===== config.mk =====
export PLATFORM = sky130hd
export DESIGN_NAME = kbc_powerup_seq
export DESIGN_NICKNAME = d
export VERILOG_FILES = /design/src/rtl/kbc_seq_pkg.sv /design/src/rtl/kbc_win_timer.sv /design/src/rtl/kbc_seq_fsm.sv /design/src/rtl/kbc_port_drive.sv /design/src/rtl/kbc_powerup_seq.sv
export SDC_FILE = /design/constraint.sdc
export NUM_CORES = 1
export LEC_CHECK = 0
export BUFFER_PORTS_ARGS = -buffer_cell sky130_fd_sc_hd__buf_2
export CORE_UTILIZATION = 47
export DETAILED_ROUTE_END_ITERATION = 8
export PLACE_DENSITY = 0.78
export REMOVE_ABC_BUFFERS = 1
export SLEW_MARGIN = 20
export SYNTH_ARGS = -nofsm -noshare
export SYNTH_HDL_FRONTEND = slang
export SYNTH_HIERARCHICAL = 1
export SYNTH_SLANG_ARGS = --single-unit

===== constraint.sdc =====
create_clock -name clk -period 2.42 [get_ports clk]
set_input_delay 0.121 -clock clk [delete_from_list [all_inputs] [get_ports clk]]
set_output_delay 0.121 -clock clk [all_outputs]
set_load 0.02 [all_outputs]

===== src/rtl/kbc_seq_pkg.sv =====
package kbc_seq_pkg;
  typedef enum logic [1:0] {
    ST_DRIVE  = 2'd0,
    ST_SAMPLE = 2'd1,
    ST_WAIT   = 2'd2,
    ST_RUN    = 2'd3
  } seq_st_e;

  localparam int PORT_W     = 8;
  localparam int PIN_KBINH  = 2;  // low in PS/2 self-test pattern
  localparam int PIN_MSCLK  = 3;  // mouse clock enable, low in PS/2 run
  localparam int PIN_OBF    = 4;  // output buffer full
  localparam int PIN_MSOBF  = 5;  // mouse buffer full
  localparam int PIN_KBCLK  = 6;  // keyboard clock enable, low in run
  localparam int PIN_MSDAT  = 7;  // low in PS/2 self-test pattern

  function automatic logic [PORT_W-1:0] selftest_pattern(input logic ps2);
    logic [PORT_W-1:0] p;
    p = '1;
    p[PIN_OBF]   = 1'b0;
    p[PIN_MSOBF] = 1'b0;
    if (ps2) begin
      p[PIN_KBINH] = 1'b0;
      p[PIN_MSDAT] = 1'b0;
    end
    return p;
  endfunction

  function automatic logic [PORT_W-1:0] run_pattern(input logic ps2,
                                                     input logic [PORT_W-1:0] cur);
    logic [PORT_W-1:0] p;
    p = cur;
    p[PIN_OBF]   = 1'b1;
    p[PIN_KBCLK] = 1'b0;
    if (ps2) p[PIN_MSCLK] = 1'b0;
    return p;
  endfunction
endpackage


===== src/rtl/kbc_win_timer.sv =====
module kbc_win_timer #(
  parameter int WINDOW_CYCLES = 48
) (
  input  logic clk,
  input  logic rst,
  input  logic run,
  output logic done
);
  localparam int CW = (WINDOW_CYCLES > 1) ? $clog2(WINDOW_CYCLES) : 1;
  localparam logic [CW-1:0] LAST = CW'(WINDOW_CYCLES - 1);

  logic [CW-1:0] cnt;

  assign done = run && (cnt == LAST);

  always_ff @(posedge clk) begin
    if (rst) cnt <= '0;
    else if (run && !done) cnt <= cnt + 1'b1;
  end

  AST_CNT_BOUND: assert property (@(posedge clk) disable iff (rst)
    cnt <= LAST) else $error("counter past window");
endmodule


===== src/rtl/kbc_seq_fsm.sv =====
module kbc_seq_fsm
  import kbc_seq_pkg::*;
#(
  parameter logic [7:0] CMD_SELFTEST = 8'hAA
) (
  input  logic    clk,
  input  logic    rst,
  input  logic    win_done,
  input  logic    cmd_valid,
  input  logic [7:0] cmd_byte,
  output seq_st_e state,
  output logic    take_selftest
);
  seq_st_e nxt;

  assign take_selftest = (state == ST_WAIT) && cmd_valid && (cmd_byte == CMD_SELFTEST);

  always_comb begin
    nxt = state;
    case (state)
      ST_DRIVE:  if (win_done) nxt = ST_SAMPLE;
      ST_SAMPLE: nxt = ST_WAIT;
      ST_WAIT:   if (take_selftest) nxt = ST_RUN;
      default:   nxt = ST_RUN;
    endcase
  end

  always_ff @(posedge clk) begin
    if (rst) state <= ST_DRIVE;
    else     state <= nxt;
  end

  AST_SAMPLE_AFTER_DRIVE: assert property (@(posedge clk) disable iff (rst)
    (state == ST_SAMPLE) |=> (state == ST_WAIT)) else $error("sample not one cycle");
  AST_WAIT_NEEDS_CMD: assert property (@(posedge clk) disable iff (rst)
    (state == ST_WAIT && !(cmd_valid && cmd_byte == CMD_SELFTEST)) |=> (state == ST_WAIT))
    else $error("left wait without command");
  AST_RUN_STICKY: assert property (@(posedge clk) disable iff (rst)
    (state == ST_RUN) |=> (state == ST_RUN)) else $error("left run");
endmodule


===== src/rtl/kbc_port_drive.sv =====
module kbc_port_drive
  import kbc_seq_pkg::*;
#(
  parameter logic [7:0] PASS_BYTE = 8'h55
) (
  input  logic              clk,
  input  logic              rst,
  input  seq_st_e           state,
  input  logic              strap_a,
  input  logic              strap_b,
  input  logic              take_selftest,
  output logic [PORT_W-1:0] port,
  output logic              ps2,
  output logic              load,
  output logic [7:0]        load_data
);
  always_ff @(posedge clk) begin
    if (rst) begin
      port      <= '1;
      ps2       <= 1'b0;
      load      <= 1'b0;
      load_data <= '0;
    end else begin
      load <= 1'b0;
      if (state == ST_SAMPLE) begin
        ps2  <= !strap_a && !strap_b;
        port <= selftest_pattern(!strap_a && !strap_b);
      end else if (take_selftest) begin
        port      <= run_pattern(ps2, port);
        load      <= 1'b1;
        load_data <= PASS_BYTE;
      end
    end
  end

  AST_DRIVE_PINS_HIGH: assert property (@(posedge clk) disable iff (rst)
    (state == ST_DRIVE) |-> (port[3] && port[7])) else $error("drive pins low");
  AST_FROZEN_IN_WAIT: assert property (@(posedge clk) disable iff (rst)
    (state == ST_WAIT && !take_selftest) |=> $stable(port)) else $error("port moved");
  AST_LOAD_PASS: assert property (@(posedge clk) disable iff (rst)
    load |-> (load_data == PASS_BYTE && port[PIN_OBF])) else $error("bad load");
  AST_LOAD_PULSE: assert property (@(posedge clk) disable iff (rst)
    load |=> !load) else $error("load longer than one cycle");
  AST_MODE_HELD: assert property (@(posedge clk) disable iff (rst)
    (state == ST_WAIT || state == ST_RUN) |=> $stable(ps2)) else $error("mode changed");
  AST_RUN_HOLD: assert property (@(posedge clk) disable iff (rst)
    (state == ST_RUN && !take_selftest) |=> ($stable(port) && !load)) else $error("run moved");
endmodule


===== src/rtl/kbc_powerup_seq.sv =====
module kbc_powerup_seq
  import kbc_seq_pkg::*;
#(
  parameter int         WINDOW_CYCLES = 48,
  parameter logic [7:0] CMD_SELFTEST  = 8'hAA,
  parameter logic [7:0] PASS_BYTE     = 8'h55
) (
  input  logic       clk,
  input  logic       rst,
  input  logic       strap_t1,
  input  logic       strap_p10,
  input  logic       cmd_valid,
  input  logic [7:0] cmd_byte,
  output logic [7:0] ctl_port,
  output logic       ps2_mode,
  output logic       obuf_load,
  output logic [7:0] obuf_data,
  output logic [1:0] seq_state
);
  seq_st_e st;
  logic    win_done;
  logic    take;

  kbc_win_timer #(.WINDOW_CYCLES(WINDOW_CYCLES)) u_timer (
    .clk  (clk),
    .rst  (rst),
    .run  (st == ST_DRIVE),
    .done (win_done)
  );

  kbc_seq_fsm #(.CMD_SELFTEST(CMD_SELFTEST)) u_fsm (
    .clk           (clk),
    .rst           (rst),
    .win_done      (win_done),
    .cmd_valid     (cmd_valid),
    .cmd_byte      (cmd_byte),
    .state         (st),
    .take_selftest (take)
  );

  kbc_port_drive #(.PASS_BYTE(PASS_BYTE)) u_port (
    .clk           (clk),
    .rst           (rst),
    .state         (st),
    .strap_a       (strap_t1),
    .strap_b       (strap_p10),
    .take_selftest (take),
    .port          (ctl_port),
    .ps2           (ps2_mode),
    .load          (obuf_load),
    .load_data     (obuf_data)
  );

  assign seq_state = st;
endmodule


# Word-level counts from Yosys, hierarchy flattened
# Cells that the tools add are included.
[classes] addsub=1 eq_ne=6 mux=8 bitwise=1 reduce_logical=14
[ops] operator="$eq 8x8->1 const B" n=1
[ops] operator="$mux 8" n=1
[ops] operator="$mux 7" n=1
[ops] operator="$add 6x1->6 const B" n=1
[ops] operator="$eq 6x6->1 const B" n=1
[ops] operator="$pmux 2 s3" n=1
[ops] operator="$reduce_and 2->1" n=3
[ops] operator="$logic_and 1x1->1" n=5
[ops] operator="$mux 2" n=2
[ops] operator="$ne 2x2->1 const B" n=2
[ops] operator="$logic_not 1->1" n=3
[ops] operator="$mux 1" n=3
[ops] operator="$eq 2x1->1 const B" n=1
[ops] operator="$eq 2x2->1 const B" n=1
[ops] operator="$logic_not 2->1" n=1
[ops] operator="$reduce_bool 2->1" n=1
[ops] operator="$reduce_or 2->1" n=1
[ops] operator="$not 1->1" n=1
[word_totals] reg_bits=17 word_cells=39

# Longest topological paths before layout
[logic_depth] depth_word=5 depth_mapped=6

# Modules after synthesis
# Netlist, hierarchy kept.
[by_module_without_submodules] module="kbc_port_drive" n_inst=1 cells_per_inst=39 area_each_um2=352.8 seq_area_each_um2=160.2
[by_module_without_submodules] module="kbc_win_timer" n_inst=1 cells_per_inst=39 area_each_um2=345.3 seq_area_each_um2=120.1
[by_module_without_submodules] module="kbc_seq_fsm" n_inst=1 cells_per_inst=13 area_each_um2=113.9 seq_area_each_um2=40.0
[by_module_without_submodules] module="kbc_powerup_seq" n_inst=1 cells_per_inst=1 area_each_um2=3.8 seq_area_each_um2=0.0

# Worst setup path before layout
# OpenSTA, ideal clock, no wires.
[synth_timing] kind="reg2reg" startpoint="register u_fsm.state[1]" endpoint="register u_timer.cnt[5]" setup_ns=0.121 arrival_time_ns=1.307 required_time_ns=2.299 path_slack_ns=0.991 stages_incl_launch_ff=6 n_path_buf=1 period_less_slack_ns=1.429 cell_sequence="dfxtp_1 -> nor2_1 -> buf_6 -> and4_4 -> nand3_2 -> mux2_4"
[synth_between] elab_chain_cells=4
[synth_lines] item="start: declaration" line="kbc_seq_fsm.sv:11" text="output seq_st_e state,"
[synth_lines] item="start signal: assignment" line="kbc_seq_fsm.sv:30" text="else state <= nxt;"
[synth_lines] item="$logic_not 2->1 *" line="kbc_powerup_seq.sv:27" text=".run (st == ST_DRIVE),"
[synth_lines] item="$logic_and 1x1->1" line="kbc_win_timer.sv:14" text="assign done = run && (cnt == LAST);"
[synth_lines] item="$logic_not 1->1" line="kbc_win_timer.sv:18" text="else if (run && !done) cnt <= cnt + 1'b1;"
[synth_lines] item="$logic_and 1x1->1 *" line="kbc_win_timer.sv:18"
[synth_lines] item="end signal: assignment" line="kbc_win_timer.sv:18"
[synth_lines] item="end: declaration" line="kbc_win_timer.sv:12" text="logic [CW-1:0] cnt;"
# Every way passes the cells marked *; elsewhere a longest branch is shown, timed or not.
# A chain may end at the register's enable or synchronous reset.

# Final worst setup path
[layout_timing] startpoint="register u_fsm.state[1]" endpoint="register u_fsm.state[0]"
[layout_between] word_cells_on_any_way=10
[layout_lines] item="$logic_not 2->1" line="kbc_powerup_seq.sv:27"
[layout_lines] item="$logic_and 1x1->1" line="kbc_win_timer.sv:14"
[layout_lines] item="named net win_done" line="kbc_powerup_seq.sv:21" text="logic win_done;"
[layout_lines] item="$ne 2x2->1 (no source line)"
[layout_lines] item="$reduce_and 2->1 (no source line)"
# The timed path passes the listed nets, and every way through them passes these cells.

==> metrics.yaml <==
run_status:
  outcome: "finished, violations left"
  violations: "DRC"
synth:
  async_flop_share: 0
  synth-xor-area-share: 0
  synth_area_leaders: "dfxtp_1, buf_4, nor2_1"
  synth-compound-area-share: 0.138
  syn_inst: 92
  synth_area_leader_cell: "dfxtp_1"
  syn_area_per_cell_um2: 8.87
  synthMuxAreaShare: 0.0307
  yosysWarnings: 6
  ys.flop_type: "dfxtp_1"
  synth_top_family_by_area: "simple AND/OR/NAND/NOR gates"
  synth-edff-count: 0
  synth_cell_type_count: 33
  synth_most_common_cell: "dfxtp_1"
  synth-simple-area-share: 0.294
  synthAdderAreaFrac: 0.0153
  seq_area_frac_synth: 0.393
  synth_common_cells: "dfxtp_1, nor2_1, buf_4"
  netlist.area_leader.share: 0.393
  synth_area_um2: 816
  ys_ff_latch: 16
timing:
  slew_viol_final: 0
  worst_slack_ns: 0.795
  fmax_mhz: 615
  period_needed_ns: 1.63
  finalSetupViolations: 0
  finalCritPeriodShare: 0.672
  setup-tns-final_ns: 0
  max_slew.worst_pin.slew_ns: 0.500
  clock_skew_ns: 0.00869
  relSlewSlack: 0.665
  hold_viol: 0
  rsz0062_at_grt: "false"
place:
  place_congestion: 0.760
  post-dp-hpwl_mm: 1.05
  port_buffers: 26
  preCtsSetupSlack_ns: 0.835
critical_path:
  start_kind: "flip-flop"
  regToRegEndpoint: "u_fsm/state[0]$_SDFFE_PP0P_"
  critPathRequiredTime_ns: 2.63
  crit_type: "reg2reg"
  critPathLaunch: "u_fsm/state[1]$_SDFFE_PP0P_"
  ff2ff_path_depth: 5
  r2r_setup_slack_ns: 0.79
  end_kind: "flip-flop"
  worst-path-max-fanout: 9
  regToRegStartpoint: "u_fsm/state[1]$_SDFFE_PP0P_"
  cp.arrival_ns: 1.83
power_and_ir_drop:
  leakagePower_nw: 0.425
  power-per-cell-area_nw_per_um2: 602
  totalPowerFinal_w: 0.000560
  ir_drop_v: 0.000454
clock_tree:
  cts_tree: "built"
  cts_buffers: 3
  clock_latency_ns: 0.29
  cts.sinks: 16
  cts-root-buf: "clkbuf_4"
  clkTransAtPathRegs_ns: 0.10
  cts.hold.buffers_added: 0
  post_cts_resized: 0
  clockBufferDepth: 2
  post_cts_buffers: 0
  h-tree-depth: 1
drt:
  routedWlPerCell_um: 10.7
  postRouteWirelength_mm: 1.40
  vias_per_cell: 5.25
  drc_errors: 3
  drtIter0Drc: 18
  drt_first_pass_iters: 6
  via_count: 688
  drt.antenna.violating_nets: 0
layout:
  nNetsFinal: 130
  synthToLayoutAreaGrowth_pct: 14.1
  drive_gt1_frac: 0.322
  seq_area_um2: 320
  antennaDiodeCount: 0
  n_fill_cell: 142
  multiInputGateArea_um2: 413
floorplan:
  start_util: 0.523
  die_h_um: 43.7
  core-area_um2: 1560
  die_x_um: 43.7
  num_rows: 14
  die_area_um2: 1910
  io_pins: 33
worst_hold_path:
  min_path_cells: 3
  hp-class: "in2reg"
  min_from: "strap_p10"
  hold_end: "u_port/port[2]$_SDFFE_PP1N_"
global_routing:
  grt_pass1_wl_mm: 2.44
  grt.total_usage: 0.172
  gr-total-overflow: 0
  grt_pass1_vias: 593
  grt_max_degree: 16
  antenna_found_initial: 0
run:
  cap_violations: 0
## sequential cells by signal (all words and copies together) (netlist names)
name,cells
u_port/port,5
u_port/ps2,1
u_port/load_data,1
u_port/load,1
u_fsm/state,2
u_timer/cnt,6
## per-layer routing
metal	vias to the layer above	GRT usage	wire length, µm
li1	353	-	-
met1	312	0.191	580
met2	21	0.299	726
met3	2	0.0667	82
met4	0	0.0563	11
met5	-	0	0
## report_power, final
part / switching, W / internal [W]
Clock: 0.0000820 / 0.0000916
Combinational: 0.0000427 / 0.0000407
Sequential: 0.0000210 / 0.000282
## how the worst max path moves through the flow
| stage | endpoint | slack [ns] | cells past startpoint |
|---|---|---|---|
| after floorplan | u_timer/cnt[5]$_SDFFE_PP0P_ | 0.88 | 4 |
| after global placement | u_timer/cnt[5]$_SDFFE_PP0P_ | 0.87 | 4 |
| after detailed placement | u_timer/cnt[5]$_SDFFE_PP0P_ | 0.84 | 4 |
| after CTS | u_fsm/state[0]$_SDFFE_PP0P_ | 0.82 | 5 |
| after global routing | u_fsm/state[0]$_SDFFE_PP0P_ | 0.67 | 5 |
| final | u_fsm/state[0]$_SDFFE_PP0P_ | 0.79 | 5 |
## stage by stage
step                      instance area, µm²   util  instances  hold slack [ns]
final                                    931  0.597        131            0.112
after global routing                     931  0.597        131            0.116
after CTS                                931  0.597        131            0.102
after detailed placement                 895  0.574        127            0.403
after global placement                   895  0.574        127            0.410
after floorplan                          744      -         85            0.187
## logic make-up after synthesis
kind of cell,Yosys count
simple gates,41
flops,16
mux,2
fa+ha+maj,1
other cells,2
compound gates,16
buf+inv,14
## layout make-up
type | count | area share
Multi-Input combinational cell | 66 | 0.444
Sequential cell | 16 | 0.344
Timing Repair Buffer | 26 | 0.140
Clock buffer | 4 | 0.0390
Tap cell | 16 | 0.0215
Inverter | 3 | 0.0121
## cell usage in the layout, fill, tap and decap left out, drive strengths merged, types with 2 or more instances in the layout
cell type | synthesis | final
a31oi | 3 | 3
nor3b | 3 | 3
conb | 2 | 6
inv | 3 | 3
buf | 11 | 26
nand4 | 2 | 2
dfxtp | 16 | 16
o21ai | 3 | 3
nor2 | 12 | 12
nor2b | 4 | 4
nand3 | 3 | 3
a21oi | 3 | 3
clkbuf | 0 | 4
and4bb | 2 | 2
nand2 | 9 | 9
o21bai | 2 | 2
o311ai | 2 | 2
## critical path, cell delays in order, from the launching register on
cell	delay (ns)
dfxtp_1	0.39
nor2_1	0.43
nand4_1	0.22
nor3b_1	0.22
nand2_1	0.09
a221oi_2	0.21
Note: power is estimated with default switching activity, not from simulation.
